File: config.mk
export PLATFORM = sky130hd
export DESIGN_NAME = mphase_pwm
export DESIGN_NICKNAME = d
export VERILOG_FILES = /design/src/rtl/mphase_pwm_pkg.sv /design/src/rtl/mphase_pwm_master.sv /design/src/rtl/mphase_pwm_regs.sv /design/src/rtl/mphase_pwm_unit.sv /design/src/rtl/mphase_pwm.sv
export SDC_FILE = /design/constraint.sdc
export NUM_CORES = 1
export LEC_CHECK = 0
export BUFFER_PORTS_ARGS = -buffer_cell sky130_fd_sc_hd__buf_4
export CAP_MARGIN = 0
export CORE_UTILIZATION = 44
export CTS_CLUSTER_DIAMETER = 60
export DETAILED_ROUTE_END_ITERATION = 7
export GPL_TIMING_DRIVEN = 0
export SYNTH_ARGS = -nofsm -noshare
export SYNTH_HDL_FRONTEND = slang
export SYNTH_HIERARCHICAL = 1
export SYNTH_SLANG_ARGS = --single-unit
File: constraint.sdc
create_clock -name clk -period 29 [get_ports clk]
set_input_delay 1.45 -clock clk [delete_from_list [all_inputs] [get_ports clk]]
set_output_delay 1.45 -clock clk [all_outputs]
set_load 0.05 [all_outputs]
File: src/rtl/mphase_pwm_pkg.sv
package mphase_pwm_pkg;

  localparam int unsigned MAX_UNITS = 6;

  typedef enum logic {
    MS_IDLE = 1'b0,
    MS_RUN  = 1'b1
  } mstate_e;

endpackage

File: src/rtl/mphase_pwm_master.sv
module mphase_pwm_master
  import mphase_pwm_pkg::*;
#(
  parameter int unsigned CNT_W = 16
) (
  input  logic             clk,
  input  logic             rst_n,
  input  logic             enable_i,
  input  logic [CNT_W-1:0] period_i,
  output logic [CNT_W-1:0] cnt_o,
  output logic             run_o,
  output logic             boundary_o,
  output logic             start_o
);

  localparam logic [CNT_W:0]   ONE_X = {{CNT_W{1'b0}}, 1'b1};
  localparam logic [CNT_W-1:0] ONE   = {{(CNT_W-1){1'b0}}, 1'b1};

  mstate_e          state_q, state_d;
  logic [CNT_W-1:0] cnt_q, cnt_d;
  logic [CNT_W:0]   cnt_inc_x;
  logic             last_tick;
  logic             cnt_en;

  // next-state logic
  always_comb begin
    cnt_inc_x = {1'b0, cnt_q} + ONE_X;
    last_tick = (cnt_inc_x >= {1'b0, period_i});
    state_d   = enable_i ? MS_RUN : MS_IDLE;
    cnt_en    = enable_i || (state_q == MS_RUN);
    if (!enable_i || (state_q == MS_IDLE) || last_tick) begin
      cnt_d = '0;
    end else begin
      cnt_d = cnt_inc_x[CNT_W-1:0];
    end
  end

  // state registers
  always_ff @(posedge clk or negedge rst_n) begin
    if (!rst_n) begin
      state_q <= MS_IDLE;
      cnt_q   <= '0;
    end else begin
      state_q <= state_d;
      if (cnt_en) begin
        cnt_q <= cnt_d;
      end
    end
  end

  assign cnt_o      = cnt_q;
  assign run_o      = (state_q == MS_RUN);
  assign boundary_o = (state_q == MS_IDLE) || last_tick;
  assign start_o    = (state_q == MS_RUN) && (cnt_q == '0);

  AST_CNT_IN_RANGE: assert property (@(posedge clk) disable iff (!rst_n)
    ((state_q == MS_RUN) && (period_i > ONE)) |-> (cnt_q < period_i))
    else $error("master count outside period");

  AST_START_SINGLE: assert property (@(posedge clk) disable iff (!rst_n)
    (start_o && (period_i > ONE)) |=> !start_o)
    else $error("period start longer than one cycle");

endmodule

File: src/rtl/mphase_pwm_regs.sv
module mphase_pwm_regs #(
  parameter int unsigned NUM_UNITS = 4,
  parameter int unsigned CNT_W     = 16
) (
  input  logic                       clk,
  input  logic                       rst_n,
  input  logic                       update_i,
  input  logic                       boundary_i,
  input  logic [CNT_W-1:0]           period_i,
  input  logic [NUM_UNITS*CNT_W-1:0] duty_i,
  input  logic [NUM_UNITS*CNT_W-1:0] offset_i,
  output logic [CNT_W-1:0]           act_period_o,
  output logic [NUM_UNITS*CNT_W-1:0] act_duty_o,
  output logic [NUM_UNITS*CNT_W-1:0] act_off_o
);

  localparam int unsigned BUS_W = NUM_UNITS * CNT_W;

  logic [CNT_W-1:0] sh_period_q;
  logic [BUS_W-1:0] sh_duty_q;
  logic [BUS_W-1:0] sh_off_q;
  logic [BUS_W-1:0] eff_off;
  logic             pend_q, pend_d;
  logic             load;

  // offsets that do not fit inside the period collapse to zero
  for (genvar k = 0; k < NUM_UNITS; k++) begin : g_eff
    assign eff_off[k*CNT_W +: CNT_W] =
      (sh_off_q[k*CNT_W +: CNT_W] >= sh_period_q) ? '0 : sh_off_q[k*CNT_W +: CNT_W];
  end

  always_comb begin
    load   = pend_q && boundary_i;
    pend_d = update_i || (pend_q && !load);
  end

  always_ff @(posedge clk or negedge rst_n) begin
    if (!rst_n) begin
      sh_period_q <= '0;
      sh_duty_q   <= '0;
      sh_off_q    <= '0;
      pend_q      <= 1'b0;
    end else begin
      pend_q <= pend_d;
      if (update_i) begin
        sh_period_q <= period_i;
        sh_duty_q   <= duty_i;
        sh_off_q    <= offset_i;
      end
    end
  end

  always_ff @(posedge clk or negedge rst_n) begin
    if (!rst_n) begin
      act_period_o <= '0;
      act_duty_o   <= '0;
      act_off_o    <= '0;
    end else if (load) begin
      act_period_o <= sh_period_q;
      act_duty_o   <= sh_duty_q;
      act_off_o    <= eff_off;
    end
  end

  AST_PEND_ON_STROBE: assert property (@(posedge clk) disable iff (!rst_n)
    update_i |=> pend_q)
    else $error("strobe not recorded");

  AST_ACT_HOLD: assert property (@(posedge clk) disable iff (!rst_n)
    !load |=> ($stable(act_duty_o) && $stable(act_period_o) && $stable(act_off_o)))
    else $error("active set changed without a load");

  for (genvar k = 0; k < NUM_UNITS; k++) begin : g_off_chk
    AST_OFF_FITS: assert property (@(posedge clk) disable iff (!rst_n)
      (act_off_o[k*CNT_W +: CNT_W] != '0) |-> (act_off_o[k*CNT_W +: CNT_W] < act_period_o))
      else $error("active offset not below period");
  end

endmodule

File: src/rtl/mphase_pwm_unit.sv
module mphase_pwm_unit #(
  parameter int unsigned CNT_W = 16
) (
  input  logic             clk,
  input  logic             rst_n,
  input  logic             run_i,
  input  logic [CNT_W-1:0] mcnt_i,
  input  logic [CNT_W-1:0] period_i,
  input  logic [CNT_W-1:0] duty_i,
  input  logic [CNT_W-1:0] offset_i,
  output logic             pwm_o
);

  logic [CNT_W-1:0] phase_cnt;

  // (master - offset) mod period; offset is already below period or zero
  always_comb begin
    if (mcnt_i >= offset_i) begin
      phase_cnt = mcnt_i - offset_i;
    end else begin
      phase_cnt = mcnt_i + (period_i - offset_i);
    end
    pwm_o = run_i && (phase_cnt < duty_i);
  end

  AST_PHASE_RANGE: assert property (@(posedge clk) disable iff (!rst_n)
    (run_i && (period_i != '0)) |-> (phase_cnt < period_i))
    else $error("phase counter outside period");

  AST_DUTY_ZERO: assert property (@(posedge clk) disable iff (!rst_n)
    (duty_i == '0) |-> !pwm_o)
    else $error("zero duty produced a high output");

  AST_DUTY_FULL: assert property (@(posedge clk) disable iff (!rst_n)
    (run_i && (duty_i != '0) && (duty_i >= period_i)) |-> pwm_o)
    else $error("full duty produced a low output");

endmodule

File: src/rtl/mphase_pwm.sv
module mphase_pwm
  import mphase_pwm_pkg::*;
#(
  parameter int unsigned NUM_UNITS = 4,
  parameter int unsigned CNT_W     = 16
) (
  input  logic                       clk,
  input  logic                       rst_n,
  input  logic                       enable_i,
  input  logic                       update_i,
  input  logic [CNT_W-1:0]           period_i,
  input  logic [NUM_UNITS*CNT_W-1:0] duty_i,
  input  logic [NUM_UNITS*CNT_W-1:0] offset_i,
  output logic [NUM_UNITS-1:0]       pwm_o,
  output logic                       period_start_o
);

  localparam int unsigned BUS_W = NUM_UNITS * CNT_W;

  if ((NUM_UNITS < 1) || (NUM_UNITS > MAX_UNITS)) begin : g_bad_cfg
    $error("NUM_UNITS must lie between 1 and MAX_UNITS");
  end

  logic [1:0]       rst_sync_q;
  logic             rst_n_s;
  logic [CNT_W-1:0] mcnt;
  logic             run;
  logic             boundary;
  logic [CNT_W-1:0] act_period;
  logic [BUS_W-1:0] act_duty;
  logic [BUS_W-1:0] act_off;

  // asynchronous assertion, synchronous release
  always_ff @(posedge clk or negedge rst_n) begin
    if (!rst_n) begin
      rst_sync_q <= 2'b00;
    end else begin
      rst_sync_q <= {rst_sync_q[0], 1'b1};
    end
  end
  assign rst_n_s = rst_sync_q[1];

  mphase_pwm_master #(
    .CNT_W (CNT_W)
  ) u_master (
    .clk        (clk),
    .rst_n      (rst_n_s),
    .enable_i   (enable_i),
    .period_i   (act_period),
    .cnt_o      (mcnt),
    .run_o      (run),
    .boundary_o (boundary),
    .start_o    (period_start_o)
  );

  mphase_pwm_regs #(
    .NUM_UNITS (NUM_UNITS),
    .CNT_W     (CNT_W)
  ) u_regs (
    .clk          (clk),
    .rst_n        (rst_n_s),
    .update_i     (update_i),
    .boundary_i   (boundary),
    .period_i     (period_i),
    .duty_i       (duty_i),
    .offset_i     (offset_i),
    .act_period_o (act_period),
    .act_duty_o   (act_duty),
    .act_off_o    (act_off)
  );

  for (genvar k = 0; k < NUM_UNITS; k++) begin : g_unit
    mphase_pwm_unit #(
      .CNT_W (CNT_W)
    ) u_unit (
      .clk      (clk),
      .rst_n    (rst_n_s),
      .run_i    (run),
      .mcnt_i   (mcnt),
      .period_i (act_period),
      .duty_i   (act_duty[k*CNT_W +: CNT_W]),
      .offset_i (act_off[k*CNT_W +: CNT_W]),
      .pwm_o    (pwm_o[k])
    );
  end

  AST_IDLE_QUIET: assert property (@(posedge clk) disable iff (!rst_n_s)
    !enable_i |=> ((pwm_o == '0) && !period_start_o))
    else $error("outputs active while disabled");

  AST_CFG_AT_START: assert property (@(posedge clk) disable iff (!rst_n_s)
    (!$stable(act_duty) || !$stable(act_period) || !$stable(act_off)) |-> (mcnt == '0))
    else $error("active set switched mid-period");

endmodule

; ---- After elaboration in Yosys (flattened, before gate mapping)
; Index checks and enable logic that the tools add are counted.
[op_classes]
reduce_logical = 15
addsub = 13
n_bitwise = 1
n_mux = 10
order_cmp = 13
[op_table]
columns = op, count
row1 = $mux 16, 9
row2 = $ge 16x16->1, 8
row3 = $sub 16x16->16, 8
row4 = $add 16x16->16, 4
row5 = $lt 16x16->1, 4
row6 = $add 16x1->17 const B, 1
row7 = $ge 17x16->1, 1
row8 = $logic_not 16->1, 1
row9 = $logic_and 1x1->1, 7
row10 = $logic_or 1x1->1, 5
row11 = $logic_not 1->1, 2
row12 = $mux 1, 1
row13 = $not 1->1, 1
[totals]
inputBits = 148
output_inout_bits = 5
wordCells = 62
regBits = 308

; ---- Longest topological paths before layout
; Gate-level depths: netlist of the first run.
[logic_depth]
depth_word = 7
mapped_depth = 21
mapped_depth_nobuf = 21

; ---- By module
; The synthesis of the first run kept the hierarchy.
[modules_own_cells]
columns = mod, area_per_inst_um2, cells_per_inst, seq_area_each_um2, instances
row1 = mphase_pwm_regs, 12465.7, 977, 7231.9, 1
row2 = mphase_pwm_unit at g_unit[0].u_unit, 2718.9, 375, 0.0, 1
row3 = mphase_pwm_unit at g_unit[2].u_unit, 2712.6, 382, 0.0, 1
row4 = mphase_pwm_unit at g_unit[3].u_unit, 2542.4, 364, 0.0, 1
row5 = mphase_pwm_unit at g_unit[1].u_unit, 2491.1, 355, 0.0, 1
row6 = mphase_pwm_master, 1514.0, 173, 425.4, 1
row7 = mphase_pwm, 53.8, 3, 50.0, 1

; ---- Least setup slack after synthesis of the first run
; Ideal clock, no wire load.
[synth_path]
path_type = register to output
from = reg u_master.cnt_q[1] (netlist: u_master/cnt_o[1])
to = out pwm_o[0]
arrival_ps = 4825
required_ps = 27550
path_buffers = 0
stages_incl_launch_ff = 20
path_slack_ps = 22725
cell_sequence = dfrtp_1 -> inv_1 -> fa_1 -> inv_1 -> ha_1 -> a211oi_1 -> o21bai_1 -> a21oi_2 -> nor2_1 -> o311ai_2 -> a21oi_1 -> mux2_2 -> ha_1 -> a21o_1 -> a21o_1 -> a21o_1 -> a21o_1 -> a211oi_1 -> o21ai_0 -> a31oi_1
[synth_via]
elab_chain_len = 4
word_cells_on_any_way = 6
classes_between = add/sub (2) / order compare (2) / mux (1) / reduce/logical (1)
[synth_lines]
columns = item, line
row1 = from (decl), mphase_pwm_master.sv:20  ; logic [CNT_W-1:0] cnt_q, cnt_d;
row2 = from (signal assigned), mphase_pwm_master.sv:46  ; cnt_q <= cnt_d;
row3 = $add 16x16->16 (tied with other cells), mphase_pwm_unit.sv:21  ; phase_cnt = mcnt_i + (period_i - offset_i);
row4 = $mux 16 (*), mphase_pwm_unit.sv:18  ; if (mcnt_i >= offset_i) begin
row5 = $lt 16x16->1 (*), mphase_pwm_unit.sv:23  ; pwm_o = run_i && (phase_cnt < duty_i);
row6 = $logic_and 1x1->1 (*), mphase_pwm_unit.sv:23
row7 = to (decl), mphase_pwm.sv:14  ; output logic [NUM_UNITS-1:0] pwm_o,
; Mark *: on every way between the ends. The rest lies on a longest branch, timed or not.

; ---- Worst setup path after layout of the first run
; Same ends and word-level chain as after synthesis.

==> results of run 1 <==
==> worst register-to-register path: stages, from the launching register on <==
cell and delay, ns:
dfrtp_1 1.08, ha_1 0.40, nand3_4 0.15, nor4_4 0.49, nand3_1 0.15, xnor2_1 0.26
ha_1 0.29, a21oi_1 0.14, o21ai_0 0.16, a31o_2 0.27, a31oi_1 0.19, and3_4 0.26
inv_6 0.05, buf_12 0.14, nand2_1 0.53, buf_2 0.41, buf_2 0.43, clkbuf_1 0.41
nand2_1 0.11, o41ai_1 0.08
==> layer usage <==
metal | part of all wire (%) | up-vias
li1 | - | 9472
met1 | 46 | 9791
met2 | 45 | 565
met3 | 5.2 | 136
met4 | 3.8 | 0
met5 | 0 | -
==> power breakdown <==
| part | internal, mW | total, mW | leakage [nW] | switching (mW) |
|---|---|---|---|---|
| sequential | 0.492 | 0.562 | 3.76 | 0.0695 |
| combinational | 0.519 | 1.19 | 8.92 | 0.667 |
| clock | 0.320 | 0.524 | 0.687 | 0.204 |
| total | 1.33 | 2.27 | 13.4 | 0.941 |
==> state kept, by name, indices dropped and copies added (netlist names), 2 cells and up <==
| register | cells |
|---|---|
| rst_sync_q | 2 |
| u_regs/sh_period_q | 16 |
| u_regs/act_duty_o | 64 |
| u_regs/sh_duty_q | 64 |
| u_master/cnt_o | 16 |
| u_regs/act_period_o | 16 |
| u_regs/act_off_o | 64 |
| u_regs/sh_off_q | 64 |
==> placed cells by master, fill, tap and decap left out, drive strengths merged, types with 19 or more instances in the layout <==
cell type / count
nand3: 43
fa: 64
inv: 452
a21oi: 149
o21a: 21
mux2: 180
nor2: 83
o41ai: 19
o31ai: 59
ha: 266
a21o: 45
a211oi: 30
nand2: 263
nand2b: 22
nand4: 50
xor2: 39
nor3: 25
dfrtp: 308
buf: 190
xnor2: 73
o21ai: 152
clkbuf: 89
==> cells in the mapped netlist, drive strengths merged (7+ instances only) <==
library cell	number
nand3	43
o21a	21
nand2b	22
a31oi	16
xor2	39
mux2i	18
a211oi	30
o21ai	152
nand2	263
dfrtp	308
a21oi	149
clkbuf	38
or3	11
fa	64
inv	448
o21bai	9
o41ai	19
a21o	45
nor4	7
o32ai	11
and4	9
o31ai	59
nor2b	18
nor2	83
nor3	25
and3	17
mux2	180
xnor2	73
buf	34
nand4	50
ha	266
o211ai	14
==> how the worst max path moves through the flow <==
stage	startpoint	cells after the start	endpoint	slack [ns]
floorplan	rst_sync_q[1]	0	u_master/cnt_o[0]	19.78
global placement	rst_sync_q[1]	0	u_regs/act_duty_o[38]	16.21
detailed placement	u_master/cnt_o[1]	20	pwm_o[0]	22.21
CTS	u_master/cnt_o[1]	20	pwm_o[0]	21.56
global route	u_master/cnt_o[1]	20	pwm_o[0]	21.22
finish	u_master/cnt_o[1]	20	pwm_o[0]	21.63
==> logic make-up after synthesis <==
kind of cell               count (synthesis)  synth area share [%]
and+or+nand+nor                          576                  11.6
muxes                                    198                  9.02
xor gates and xnor gates                 112                  4.00
AOI/OAI and AO/OA                        584                  16.7
other                                      1                0.0153
buffers and inverters                    520                  8.43
DFF                                      308                  31.5
adders and majority gates                330                  18.8
==> cell type report <==
class                      instances  area, µm²  share of cell area, %
clock inverter                    20        250                  0.890
tap                              748        936                   3.33
multi-input combinational       1801      14700                   52.4
clock buffer                      51       1150                   4.11
buffer                            72        378                   1.34
inverter                         448       1690                   6.00
timing repair buffer             156       1260                   4.50
sequential                       308       7710                   27.4
==> impl_metrics.env, run 1 <==
export IMPL_status="finished clean"
export IMPL_stdcell_count=3604
export IMPL_syn_instance_count=2629
export IMPL_clk_latency_ns=0.59
export IMPL_cp_end_kind="output port"
export IMPL_ys_flop_type="dfrtp_1"
export IMPL_rows=86
export IMPL_cts_resized=0
export IMPL_fin_ws_ns=21.63
export IMPL_cts_root_buf="clkbuf_16"
export IMPL_cp_top_family="compound AO/OA/AOI/OAI gates"
export IMPL_clock_path_buffers=3
export IMPL_worst_path_buf_inv=3
export IMPL_area_delta_synth_final_pct=14.7
export IMPL_cp_common_cell="a21o_1"
export IMPL_arrival_ns=5.92
export IMPL_async_reset_ff_share_pct=100
export IMPL_r2r_slack_ns=22.86
export IMPL_postCtsHoldBufs=0
export IMPL_fin_nets=3305
export IMPL_port_buffers=151
export IMPL_first_global_vias=19900
export IMPL_critPathSlowestCell="dfrtp_1"
export IMPL_regToRegEndpoint="u_regs/act_off_o[27]"
export IMPL_grt_max_degree=69
export IMPL_hold_slack_ns=0.268
export IMPL_worstPathMaxFanout=16
export IMPL_ioPinCount=153
export IMPL_wirelength_mm=71.8
export IMPL_design_area_um2=28100
export IMPL_ys_warnings_count=6
export IMPL_max_freq_mhz=136
export IMPL_hpwl_mm=55.5
export IMPL_dpl_cell_area_um2=26700
export IMPL_start_kind="register"
export IMPL_yosys_register_bits=308
export IMPL_setup_viol=0
export IMPL_place_inst=3533
export IMPL_r2r_cells=19
export IMPL_cp_slowest_stage_delay_ns=1.08
export IMPL_cts_tree="done"
export IMPL_post_cts_setup_buffers=0
export IMPL_clock_skew_ns=0.0333
export IMPL_antenna_found_initial=0
export IMPL_dr_first_iter_drc_count=1535
export IMPL_coreArea_um2=55100
export IMPL_path_cells="inv_1 > fa_1 > inv_1 > ha_1 > a211oi_1 > o21bai_1 > a21oi_2 > nor2_1 > o311ai_2 > a21oi_1 > mux2_2 > ha_1 > a21o_1 > a21o_1 > a21o_1 > a21o_1 > a211oi_1 > o21ai_0 > a31oi_1 > buf_4"
export IMPL_n_fill_cell=5227
export IMPL_gp_congestion=0.923
export IMPL_fp_dieH_um=238
export IMPL_r2r_start="u_master/cnt_o[1]"
export IMPL_synth_seq_area_share_pct=31.5
export IMPL_postSynthAreaPerCell_um2=9.32
export IMPL_busiest_layer="met2"
export IMPL_layout_min_cycle_time_ns=7.37
export IMPL_slew_headroom_pct=25.7
export IMPL_ant_nets=0
export IMPL_critical_path_class="reg -> out"
export IMPL_post_route_util_pct=51.0
export IMPL_rsz0062_at_grt="no"
export IMPL_use_met3_pct=3.47
export IMPL_gr_total_overflow=0
export IMPL_cts_buffers=40
export IMPL_vias=20000
export IMPL_synth_edf_count=0
export IMPL_dr_pass1_iters=6
export IMPL_power_mw=2.27
export IMPL_ir_drop_mv=0.0487
export IMPL_clk_pin_slew_ns=0.06
export IMPL_worst_slew_pin_slew_ns=1.11
export IMPL_die_x_um=238
export IMPL_via_per_inst=5.54
export IMPL_clkSinkCount=308
export IMPL_wl_per_cell_um=19.9
export IMPL_synth_nets=3107
export IMPL_grt_pass1_wl_mm=112
export IMPL_drc=0
export IMPL_post_synth_top_area_cell="dfrtp_1"
export IMPL_drv_cap=0
export IMPL_htreeDepth=2
export IMPL_grt_use_total_pct=25.7
export IMPL_antennaDiodeCount=0
export IMPL_synth_top_area_share_pct=31.5
export IMPL_period_share_pct=25.4
export IMPL_hold_viol=0
export IMPL_synth_area_top_cells="dfrtp_1 31%, ha_1 14%, mux2_2 8.2%"
export IMPL_hold_path_class="reg -> async"
export IMPL_p_leak_nw=13.4
export IMPL_powerDensity_nw_per_um2=80.8
export IMPL_grt_use_met1_pct=35.1
export IMPL_synth_area_um2=24500
export IMPL_drive_gt1_share_pct=18.3
export IMPL_use_met2_pct=41.3
export IMPL_pre_cts_ws_ns=22.21
export IMPL_tns_ns=0
export IMPL_die_area_um2=56600
export IMPL_cp_data_required_time_ns=27.55
export IMPL_synth_distinct_cells=103
export IMPL_start_util_pct=44.5
export IMPL_drv_slew=0
Note: power is estimated with default switching activity, not from simulation.
==> run 2: changes to the inputs <==
Clock period 29 ns to 6.8 ns, I/O delays scaled along.
==> impl_metrics.env, run 2 (same netlist as run 1, synthesis figures left out) <==
export IMPL_status="finished clean"
export IMPL_worst_slew_pin_slew_ns=1.12
export IMPL_fp_dieH_um=238
export IMPL_clock_path_buffers=3
export IMPL_ioPinCount=153
export IMPL_grt_pass1_wl_mm=115
export IMPL_htreeDepth=2
export IMPL_powerDensity_nw_per_um2=335
export IMPL_coreArea_um2=55100
export IMPL_mostFrequentLayoutCell="inv_1"
export IMPL_hold_path_end="u_regs/sh_off_q[63]"
export IMPL_period_share_pct=91.6
export IMPL_rsz0062_at_grt="no"
export IMPL_wirelength_mm=73.0
export IMPL_slew_headroom_pct=25.5
export IMPL_gr_total_overflow=0
export IMPL_hold_viol=0
export IMPL_clock_skew_ns=0.0253
export IMPL_drv_slew=0
export IMPL_worstPathMaxFanout=16
export IMPL_setup_viol=0
export IMPL_final_cell_mix="447 x inv_1, 307 x dfrtp_1, 266 x ha_1, 261 x nand2_1, 179 x mux2_2"
export IMPL_start_kind="register"
export IMPL_clk_pin_slew_ns=0.06
export IMPL_r2r_start="u_master/cnt_o[1]"
export IMPL_n_fill_cell=5118
export IMPL_hold_depth=2
export IMPL_cp_end_kind="output port"
export IMPL_dr_first_iter_drc_count=1326
export IMPL_p_leak_nw=14.0
export IMPL_crit_start="u_master/cnt_o[1]"
export IMPL_hp_start="offset_i[63]"
export IMPL_r2r_slack_ns=0.74
export IMPL_layout_min_cycle_time_ns=6.23
export IMPL_cts_root_buf="clkbuf_16"
export IMPL_drc=0
export IMPL_max_freq_mhz=160
export IMPL_drv_cap=0
export IMPL_grt_use_total_pct=26.3
export IMPL_grt_max_degree=72
export IMPL_hpwl_mm=54.9
export IMPL_ant_nets=0
export IMPL_die_x_um=238
export IMPL_wl_per_cell_um=19.5
export IMPL_critical_path_class="reg -> out"
export IMPL_cp_top_family="compound AO/OA/AOI/OAI gates"
export IMPL_arrival_ns=5.89
export IMPL_port_buffers=151
export IMPL_first_global_vias=20800
export IMPL_post_cts_setup_buffers=0
export IMPL_regToRegEndpoint="u_regs/act_off_o[28]"
export IMPL_design_area_um2=29600
export IMPL_gp_congestion=0.924
export IMPL_area_delta_synth_final_pct=20.8
export IMPL_critPathSlowestCell="dfrtp_1"
export IMPL_clk_latency_ns=0.58
export IMPL_rows=86
export IMPL_path_cells="inv_1 > fa_1 > inv_1 > ha_1 > a211oi_1 > o21bai_1 > a21oi_2 > nor2_1 > o311ai_2 > a21oi_1 > mux2_2 > ha_1 > a21o_1 > a21o_1 > a21o_1 > a21o_1 > a211oi_1 > o21ai_0 > a31oi_1 > buf_4"
export IMPL_dpl_cell_area_um2=26700
export IMPL_drive_gt1_share_pct=17.4
export IMPL_tns_ns=0
export IMPL_start_util_pct=44.5
export IMPL_ir_drop_mv=0.222
export IMPL_worst_path_buf_inv=3
export IMPL_cts_buffers=41
export IMPL_vias=20500
export IMPL_r2r_cells=19
export IMPL_antenna_found_initial=1
export IMPL_hold_path_class="in -> reg"
export IMPL_via_per_inst=5.47
export IMPL_cp_slowest_stage_delay_ns=1.06
export IMPL_antennaDiodeCount=0
export IMPL_clkSinkCount=308
export IMPL_cp_data_required_time_ns=6.46
export IMPL_dr_pass1_iters=5
export IMPL_die_area_um2=56600
export IMPL_cts_tree="done"
export IMPL_fin_nets=3447
export IMPL_cp_common_cell="a21o_1"
## run 2: cell types whose count changed in the layout (fill, tap and decap cells not counted), sizes merged
| cell | previous run | this run |
|---|---|---|
| bufinv | 4 | 8 |
| clkbuf | 89 | 90 |
| clkinvlp | 3 | 1 |
| clkinv | 9 | 8 |
| dlygate4sd3 | 0 | 141 |
| inv | 452 | 454 |
## run 2: worst max path at each step
| stage | to | slack (ns) | cells past startpoint |
|---|---|---|---|
| 2_1_floorplan | pwm_o[0] | 1.64 | 19 |
| 3_3_place_gp | u_regs/sh_duty_q[35] | -0.16 | 0 |
| 3_5_place_dp | u_regs/act_off_o[28] | 0.91 | 19 |
| 4_1_cts | pwm_o[0] | 0.50 | 20 |
| 5_1_grt | pwm_o[0] | 0.29 | 20 |
| 6_report | pwm_o[0] | 0.57 | 20 |
## run 2: per-stage QoR
step | hold slack, ns | setup WS [ns] | total power [mW] | std cells | utilization (%)
after floorplan | 0.0444 | 1.64 | 6.15 | 2629 | -
after global placement | 0.124 | -0.165 | 7.28 | 3528 | 48.2
after detailed placement | 0.127 | 0.912 | 7.44 | 3533 | 48.5
after CTS | 0.000670 | 0.498 | 9.97 | 3749 | 53.7
after global routing | 0.0188 | 0.292 | 10.8 | 3749 | 53.7
final | 0.0361 | 0.569 | 9.92 | 3749 | 53.7
## run 2: report_power, final
part	total, mW	internal [mW]	switching, mW
logic	5.12	2.27	2.86
registers	2.40	2.10	0.300
clock network	2.40	1.50	0.895
total	9.92	5.87	4.05
## run 2: layer usage
layer | track usage (%) | routed length, µm | up-vias
met4 | 11.4 | 3130 | 0
met3 | 3.92 | 4230 | 149
met5 | 0 | 0 | -
li1 | - | - | 9760
met1 | 34.3 | 31700 | 9992
met2 | 43.3 | 33900 | 590
## run 2: what timing repair did
action	CTS	global route
gates resized for setup	0	0
hold endpoints to repair	142	0
hold buffers	141	0
## run 2: cell type report
class	count	area [µm²]	area share, %
Clock buffer	52	1140	3.85
Clock inverter	23	349	1.18
Multi-Input combinational cell	1801	14700	49.7
Tap cell	748	936	3.16
Timing Repair Buffer	297	2680	9.04
Inverter	448	1690	5.70
Buffer	72	378	1.28
Sequential cell	308	7710	26.0
